[src/rtl/irq8_pkg.sv]
package irq8_pkg;

    localparam int N_SRC   = 8;
    localparam int IDX_W   = $clog2(N_SRC);
    localparam int N_EXT   = 4;
    localparam int N_PER   = 4;
    localparam int N_CLASSIC = 6;

    // control register bit positions (behaviour depends on them)
    localparam int CB_EDGE2 = 0;
    localparam int CB_FLAG2 = 1;
    localparam int CB_EN2   = 2;
    localparam int CB_PRI2  = 3;
    localparam int CB_EDGE3 = 4;
    localparam int CB_FLAG3 = 5;
    localparam int CB_EN3   = 6;
    localparam int CB_PRI3  = 7;

    // source indices in polling order
    localparam logic [IDX_W-1:0] SRC_EXT0 = 3'd0;
    localparam logic [IDX_W-1:0] SRC_EXT1 = 3'd2;
    localparam logic [IDX_W-1:0] SRC_EXT2 = 3'd6;
    localparam logic [IDX_W-1:0] SRC_EXT3 = 3'd7;

    typedef enum logic {LVL_LOW = 1'b0, LVL_HIGH = 1'b1} level_e;

    typedef struct packed {
        logic             valid;
        logic [IDX_W-1:0] idx;
        level_e           lvl;
    } grant_t;

    // lowest set index of a request vector
    function automatic logic [IDX_W-1:0] first_set(input logic [N_SRC-1:0] v);
        logic [IDX_W-1:0] r;
        r = '0;
        for (int i = N_SRC - 1; i >= 0; i--) begin
            if (v[i]) r = IDX_W'(i);
        end
        return r;
    endfunction

    function automatic logic [7:0] vector_of(input logic [IDX_W-1:0] idx);
        return {2'b00, idx, 3'b011};
    endfunction

endpackage

[src/rtl/irq8_ext_detect.sv]
module irq8_ext_detect
    import irq8_pkg::*;
#(
    parameter int N_CH        = N_EXT,
    parameter int SYNC_STAGES = 2
) (
    input  logic            clk,
    input  logic            rst,
    input  logic [N_CH-1:0] pin_n,
    input  logic [N_CH-1:0] edge_mode,
    input  logic [N_CH-1:0] sw_we,
    input  logic [N_CH-1:0] sw_val,
    input  logic [N_CH-1:0] svc_clr,
    output logic [N_CH-1:0] flag
);

    for (genvar c = 0; c < N_CH; c++) begin : g_ch
        logic [SYNC_STAGES-1:0] sync_q;
        logic                   prev_q;
        logic                   edge_flag_q;
        logic                   synced;
        logic                   fall;

        assign synced = sync_q[SYNC_STAGES-1];
        assign fall   = prev_q & ~synced;

        always_ff @(posedge clk) begin
            if (rst) begin
                sync_q <= '1;
                prev_q <= 1'b1;
            end else begin
                sync_q <= {sync_q[SYNC_STAGES-2:0], pin_n[c]};
                prev_q <= synced;
            end
        end

        always_ff @(posedge clk) begin
            if (rst || !edge_mode[c]) begin
                edge_flag_q <= 1'b0;
            end else if (fall) begin
                edge_flag_q <= 1'b1;
            end else if (svc_clr[c]) begin
                edge_flag_q <= 1'b0;
            end else if (sw_we[c]) begin
                edge_flag_q <= sw_val[c];
            end
        end

        assign flag[c] = edge_mode[c] ? edge_flag_q : ~synced;
    end

endmodule

[src/rtl/irq8_arbiter.sv]
module irq8_arbiter
    import irq8_pkg::*;
(
    input  logic [N_SRC-1:0] req,
    input  logic [N_SRC-1:0] en,
    input  logic [N_SRC-1:0] pri,
    input  logic             ins_hi,
    input  logic             ins_lo,
    output grant_t           grant
);

    logic [N_SRC-1:0] live;
    logic [N_SRC-1:0] hi_set;
    logic [N_SRC-1:0] lo_set;

    assign live   = req & en;
    assign hi_set = live & pri;
    assign lo_set = live & ~pri;

    always_comb begin
        grant = '{valid: 1'b0, idx: '0, lvl: LVL_LOW};
        if (!ins_hi) begin
            if (|hi_set) begin
                grant = '{valid: 1'b1, idx: first_set(hi_set), lvl: LVL_HIGH};
            end else if (!ins_lo && |lo_set) begin
                grant = '{valid: 1'b1, idx: first_set(lo_set), lvl: LVL_LOW};
            end
        end
    end

endmodule

[src/rtl/irq8_inservice.sv]
module irq8_inservice
    import irq8_pkg::*;
(
    input  logic   clk,
    input  logic   rst,
    input  logic   push,
    input  level_e push_lvl,
    input  logic   pop,
    output logic   ins_hi,
    output logic   ins_lo
);

    logic hi_q, lo_q;
    logic hi_after_pop, lo_after_pop;

    always_comb begin
        hi_after_pop = hi_q;
        lo_after_pop = lo_q;
        if (pop) begin
            if (hi_q) hi_after_pop = 1'b0;
            else      lo_after_pop = 1'b0;
        end
    end

    always_ff @(posedge clk) begin
        if (rst) begin
            hi_q <= 1'b0;
            lo_q <= 1'b0;
        end else begin
            hi_q <= hi_after_pop | (push && push_lvl == LVL_HIGH);
            lo_q <= lo_after_pop | (push && push_lvl == LVL_LOW);
        end
    end

    assign ins_hi = hi_q;
    assign ins_lo = lo_q;

endmodule

[src/rtl/irq8_ctrl.sv]
module irq8_ctrl
    import irq8_pkg::*;
#(
    parameter int SYNC_STAGES = 2
) (
    input  logic                 clk,
    input  logic                 rst,
    input  logic [N_EXT-1:0]     ext_n_i,
    input  logic [N_PER-1:0]     per_flag_i,
    input  logic [7:0]           en_i,
    input  logic [N_CLASSIC-1:0] pri_i,
    input  logic [1:0]           trig_i,
    input  logic                 ctl_wr_i,
    input  logic [7:0]           ctl_wdata_i,
    input  logic                 bit_wr_i,
    input  logic [2:0]           bit_idx_i,
    input  logic                 bit_val_i,
    output logic [7:0]           ctl_rdata_o,
    input  logic                 ack_i,
    input  logic                 reti_i,
    output logic                 irq_o,
    output logic [IDX_W-1:0]     src_o,
    output logic [7:0]           vector_o,
    output logic [N_SRC-1:0]     pending_o
);

    logic [7:0]       cfg_q;
    logic [N_EXT-1:0] edge_mode;
    logic [N_EXT-1:0] sw_we;
    logic [N_EXT-1:0] sw_val;
    logic [N_EXT-1:0] svc_clr;
    logic [N_EXT-1:0] ext_flag;
    logic [N_SRC-1:0] req_vec;
    logic [N_SRC-1:0] en_vec;
    logic [N_SRC-1:0] pri_vec;
    logic             ins_hi, ins_lo;
    logic             accept;
    grant_t           grant;

    // control register: flag bits live in the detector, not here
    always_ff @(posedge clk) begin
        if (rst) begin
            cfg_q <= '0;
        end else if (ctl_wr_i) begin
            cfg_q <= ctl_wdata_i & ~((8'd1 << CB_FLAG2) | (8'd1 << CB_FLAG3));
        end else if (bit_wr_i) begin
            if (32'(bit_idx_i) != CB_FLAG2 && 32'(bit_idx_i) != CB_FLAG3) begin
                cfg_q[bit_idx_i] <= bit_val_i;
            end
        end
    end

    always_comb begin
        sw_we  = '0;
        sw_val = '0;
        if (ctl_wr_i) begin
            sw_we[2]  = 1'b1;
            sw_we[3]  = 1'b1;
            sw_val[2] = ctl_wdata_i[CB_FLAG2];
            sw_val[3] = ctl_wdata_i[CB_FLAG3];
        end else if (bit_wr_i) begin
            if (32'(bit_idx_i) == CB_FLAG2) begin
                sw_we[2]  = 1'b1;
                sw_val[2] = bit_val_i;
            end
            if (32'(bit_idx_i) == CB_FLAG3) begin
                sw_we[3]  = 1'b1;
                sw_val[3] = bit_val_i;
            end
        end
    end

    assign edge_mode = {cfg_q[CB_EDGE3], cfg_q[CB_EDGE2], trig_i};

    assign accept     = ack_i & grant.valid;
    assign svc_clr[0] = accept && grant.idx == SRC_EXT0;
    assign svc_clr[1] = accept && grant.idx == SRC_EXT1;
    assign svc_clr[2] = accept && grant.idx == SRC_EXT2;
    assign svc_clr[3] = accept && grant.idx == SRC_EXT3;

    irq8_ext_detect #(
        .N_CH        (N_EXT),
        .SYNC_STAGES (SYNC_STAGES)
    ) u_ext (
        .clk       (clk),
        .rst       (rst),
        .pin_n     (ext_n_i),
        .edge_mode (edge_mode),
        .sw_we     (sw_we),
        .sw_val    (sw_val),
        .svc_clr   (svc_clr),
        .flag      (ext_flag)
    );

    // polling order: ext0, t0, ext1, t1, serial, t2, ext2, ext3
    assign req_vec = {ext_flag[3], ext_flag[2], per_flag_i[3], per_flag_i[2],
                      per_flag_i[1], ext_flag[1], per_flag_i[0], ext_flag[0]};
    assign en_vec  = {cfg_q[CB_EN3], cfg_q[CB_EN2], en_i[N_CLASSIC-1:0]}
                     & {N_SRC{en_i[7]}};
    assign pri_vec = {cfg_q[CB_PRI3], cfg_q[CB_PRI2], pri_i};

    irq8_arbiter u_arb (
        .req    (req_vec),
        .en     (en_vec),
        .pri    (pri_vec),
        .ins_hi (ins_hi),
        .ins_lo (ins_lo),
        .grant  (grant)
    );

    irq8_inservice u_ins (
        .clk      (clk),
        .rst      (rst),
        .push     (accept),
        .push_lvl (grant.lvl),
        .pop      (reti_i),
        .ins_hi   (ins_hi),
        .ins_lo   (ins_lo)
    );

    always_comb begin
        ctl_rdata_o           = cfg_q;
        ctl_rdata_o[CB_FLAG2] = ext_flag[2];
        ctl_rdata_o[CB_FLAG3] = ext_flag[3];
    end

    assign irq_o     = grant.valid;
    assign src_o     = grant.idx;
    assign vector_o  = vector_of(grant.idx);
    assign pending_o = req_vec;

endmodule

[config.mk]
export PLATFORM = sky130hd
export DESIGN_NAME = irq8_ctrl
export DESIGN_NICKNAME = d
export VERILOG_FILES = /design/src/rtl/irq8_pkg.sv /design/src/rtl/irq8_ext_detect.sv /design/src/rtl/irq8_arbiter.sv /design/src/rtl/irq8_inservice.sv /design/src/rtl/irq8_ctrl.sv
export SDC_FILE = /design/constraint.sdc
export NUM_CORES = 1
export LEC_CHECK = 0
export BUFFER_PORTS_ARGS = -buffer_cell sky130_fd_sc_hd__buf_2
export CAP_MARGIN = 30
export CORE_MARGIN = 2
export CORE_UTILIZATION = 45
export CTS_CLUSTER_SIZE = 24
export DETAILED_ROUTE_END_ITERATION = 10
export PLACE_DENSITY = 0.79
export SKIP_CTS_REPAIR_TIMING = 1
export SLEW_MARGIN = 40
export SYNTH_ARGS = -nofsm -noshare
export SYNTH_HDL_FRONTEND = slang
export SYNTH_SLANG_ARGS = --single-unit
[constraint.sdc]
create_clock -name clk -period 2.65 [get_ports clk]
set_input_delay 0.265 -clock clk [delete_from_list [all_inputs] [get_ports clk]]
set_output_delay 0.265 -clock clk [all_outputs]
set_load 0.1 [all_outputs]
==> results.json <==
{
  "p_leak_nw": 0.852,
  "core-area_sq_um": 3630,
  "finalPower_mw": 1.11,
  "clock-sinks": 24,
  "multi_input_area_sq_um": 1080,
  "p_seq_share_pct": 35.3,
  "initialDrtViolationCount": 86,
  "clkTransAtPathRegs_ns": 0.08,
  "synth_edf_count": 0,
  "drv_cap": 0,
  "netlist_area_sq_um": 1680,
  "grt_pass1_wl_microns": 5910,
  "p_switching_uw": 499,
  "netlist_instances": 199,
  "hold_path_class": "in2reg",
  "drc": 0,
  "wl_microns": 3600,
  "gp_congestion": 0.883,
  "finalWorstSetupSlack_ns": 0.143,
  "rows": 22,
  "start_util_pct": 46.2,
  "grt_antenna_before_repair": 0,
  "fmax_mhz": 399,
  "fill_cells": 363,
  "ir_worst_vdd_mv": 0.425,
  "final_area_sq_um": 2050,
  "final_hold_viol_count": 0,
  "final_max_slew_viol_count": 0,
  "synth_seq_cells": 24,
  "skew_ns": 0.00850,
  "p_int_uw": 607,
  "num_vias": 1519,
  "numCtsBuffers": 3,
  "setup_violations": 0,
  "firstDrtPassIters": 4,
  "die_w_microns": 65.1,
  "layout_commonest_cell": "buf_2",
  "antennaDiodeCount": 0,
  "finalCriticalPeriod_ns": 2.51,
  "yosys_warnings": 0,
  "clk_latency_ns": 0.26,
  "grt_pass1_vias": 1391,
  "critPathKind": "reg2out",
  "cts_tree": "yes",
  "nNetsFinal": 290,
  "pre_cts_slack_ns": 0.314,
  "portBuffers": 63,
  "switching_share_pct": 45.1,
  "ios": 70,
  "syn_area_per_cell_sq_um": 8.44,
  "ant_nets": 0,
  "status": "finished clean",
  "die_area_sq_um": 4240,
  "comb_power_share_pct": 45.8,
  "vias_per_cell": 5.15,
  "htree_levels": 1,
  "synth_flop_cell": "dfxtp_1",
  "end_kind": "output pin",
  "path_max_fanout": 6,
  "worst_ep_arrival_time_ns": 2.24,
  "fp.dieH_microns": 65.1,
  "syn2layout_area_growth_pct": 22.1,
  "grt_util_all_layers_pct": 17.1,
  "root_buffer": "clkbuf_8",
  "clkPwrFrac_pct": 18.8,
  "synth_cell_types": 53,
  "yosysSeqAreaShare_pct": 28.6,
  "startpoint_type": "register",
  "rsz0062_at_grt": "false",
  "cts_buffer_depth": 2,
  "critPathRequiredTime_ns": 2.38,
  "mostFrequentLayoutCells": "58 x buf_2, 25 x nor2_1, 18 x dfxtp_1",
  "grt_start_max_net_pins": 25,
  "async_flop_share_pct": 0,
  "wl_per_cell_microns": 12.2,
  "hpwl_microns": 2880,
  "place_area_sq_um": 2000,
  "powerDensity_nw_per_um2": 539,
  "seq_area_sq_um": 495,
  "finalSetupTns_ns": 0,
  "layout-drive-gt1-share_pct": 47.8,
  "overflow": 0,
  "min_period_over_period_pct": 94.6
}
[path summary, 6_finish.rpt]
| check | from | endpoint | slack (ns) | cells past startpoint |
|---|---|---|---|---|
| worst max-delay path | cfg_q[4] | vector_o[3] | 0.14 | 6 |
| worst min-delay path | ext_n_i[2] | u_ext.g_ch[2].sync_q[0] | 0.18 | 2 |
| worst max register to register | cfg_q[4] | u_ext.g_ch[3].edge_flag_q | 0.43 | 7 |
| worst min register to register | u_ext.g_ch[1].sync_q[0] | u_ext.g_ch[1].sync_q[1] | 0.41 | 1 |
[cells in the mapped netlist, types with 2 or more instances]
master,n,area [sq um]
nand2b_1,5,31.3
nand3b_1,2,15.0
dfxtp_1,24,480
nor2b_1,5,31.3
o21ai_0,4,20.0
nor2b_4,2,27.5
nand2_2,3,18.8
and2b_2,2,17.5
nor4_4,2,42.5
nor3_1,4,20.0
nor4b_2,4,60.1
nand2_1,12,45.0
conb_1,2,7.51
mux2i_1,6,60.1
or4_1,2,15.0
or2_2,13,81.3
clkbuf_1,5,18.8
inv_1,4,15.0
o21bai_1,2,15.0
nand3_1,3,15.0
nor2b_2,2,17.5
nor2_1,28,105
a31oi_1,2,12.5
nand4_1,5,31.3
nor4_2,4,50.1
buf_4,14,105
a21oi_1,11,55.1
nor3b_1,2,15.0
[logic make-up (layout without fill, tap and decap cells)]
logic type	Yosys count	in the layout	share of synthesized area, %
multiplexers	6	6	3.57
buffers and inverters	26	71	9.83
AND/OR/NAND/NOR	108	108	42.4
other	2	5	0.447
AO/OA/AOI/OAI	33	33	15.1
flip-flops	24	24	28.6
[power groups by stage]
stage / Combinational [mW] / Clock, mW / Sequential [mW]
2_1_floorplan: 0.403 / 0 / 0.434
3_3_place_gp: 0.499 / 0 / 0.398
3_5_place_dp: 0.504 / 0 / 0.399
4_1_cts: 0.504 / 0.216 / 0.391
5_1_grt: 0.533 / 0.229 / 0.393
6_report: 0.507 / 0.208 / 0.391
[critical path, stage by stage, from the launching register on]
cell,delay [ns]
dfxtp_4,0.37
nor2b_4,0.14
or4_1,0.49
o221ai_1,0.19
nand4_1,0.16
o22ai_4,0.23
clkbuf_4,0.40
[flip-flops by register name, indices dropped and copies added (netlist names)]
signal                  cells
u_ins.ins_hi                1
u_ext.g_ch.prev_q           4
u_ext.g_ch.edge_flag_q      4
u_ext.g_ch.sync_q           8
cfg_q                       6
u_ins.ins_lo                1
[layer usage]
metal | wire length (microns) | vias up | global-route usage [%]
met5 | 0 | - | 0
met4 | 53 | 0 | 5.47
met3 | 174 | 8 | 2.57
met2 | 1770 | 39 | 30.4
met1 | 1610 | 693 | 21.3
li1 | - | 779 | -
[area by class of cell]
class / instances / share of cell area (%)
Timing Repair Buffer: 63 / 17.2
Multi-Input combinational cell: 152 / 52.6
Sequential cell: 24 / 24.1
Inverter: 4 / 0.915
Tap cell: 48 / 2.93
Clock buffer: 4 / 2.20
[per-stage QoR]
stage	instances	hold WS (ns)	utilization, %
after detailed placement	291	0.394	55.0
after global placement	291	0.391	55.0
after global routing	295	0.187	56.5
final	295	0.181	56.5
after floorplan	202	0.341	-
after CTS	295	0.177	56.3
(Power assumes the default switching activity.)
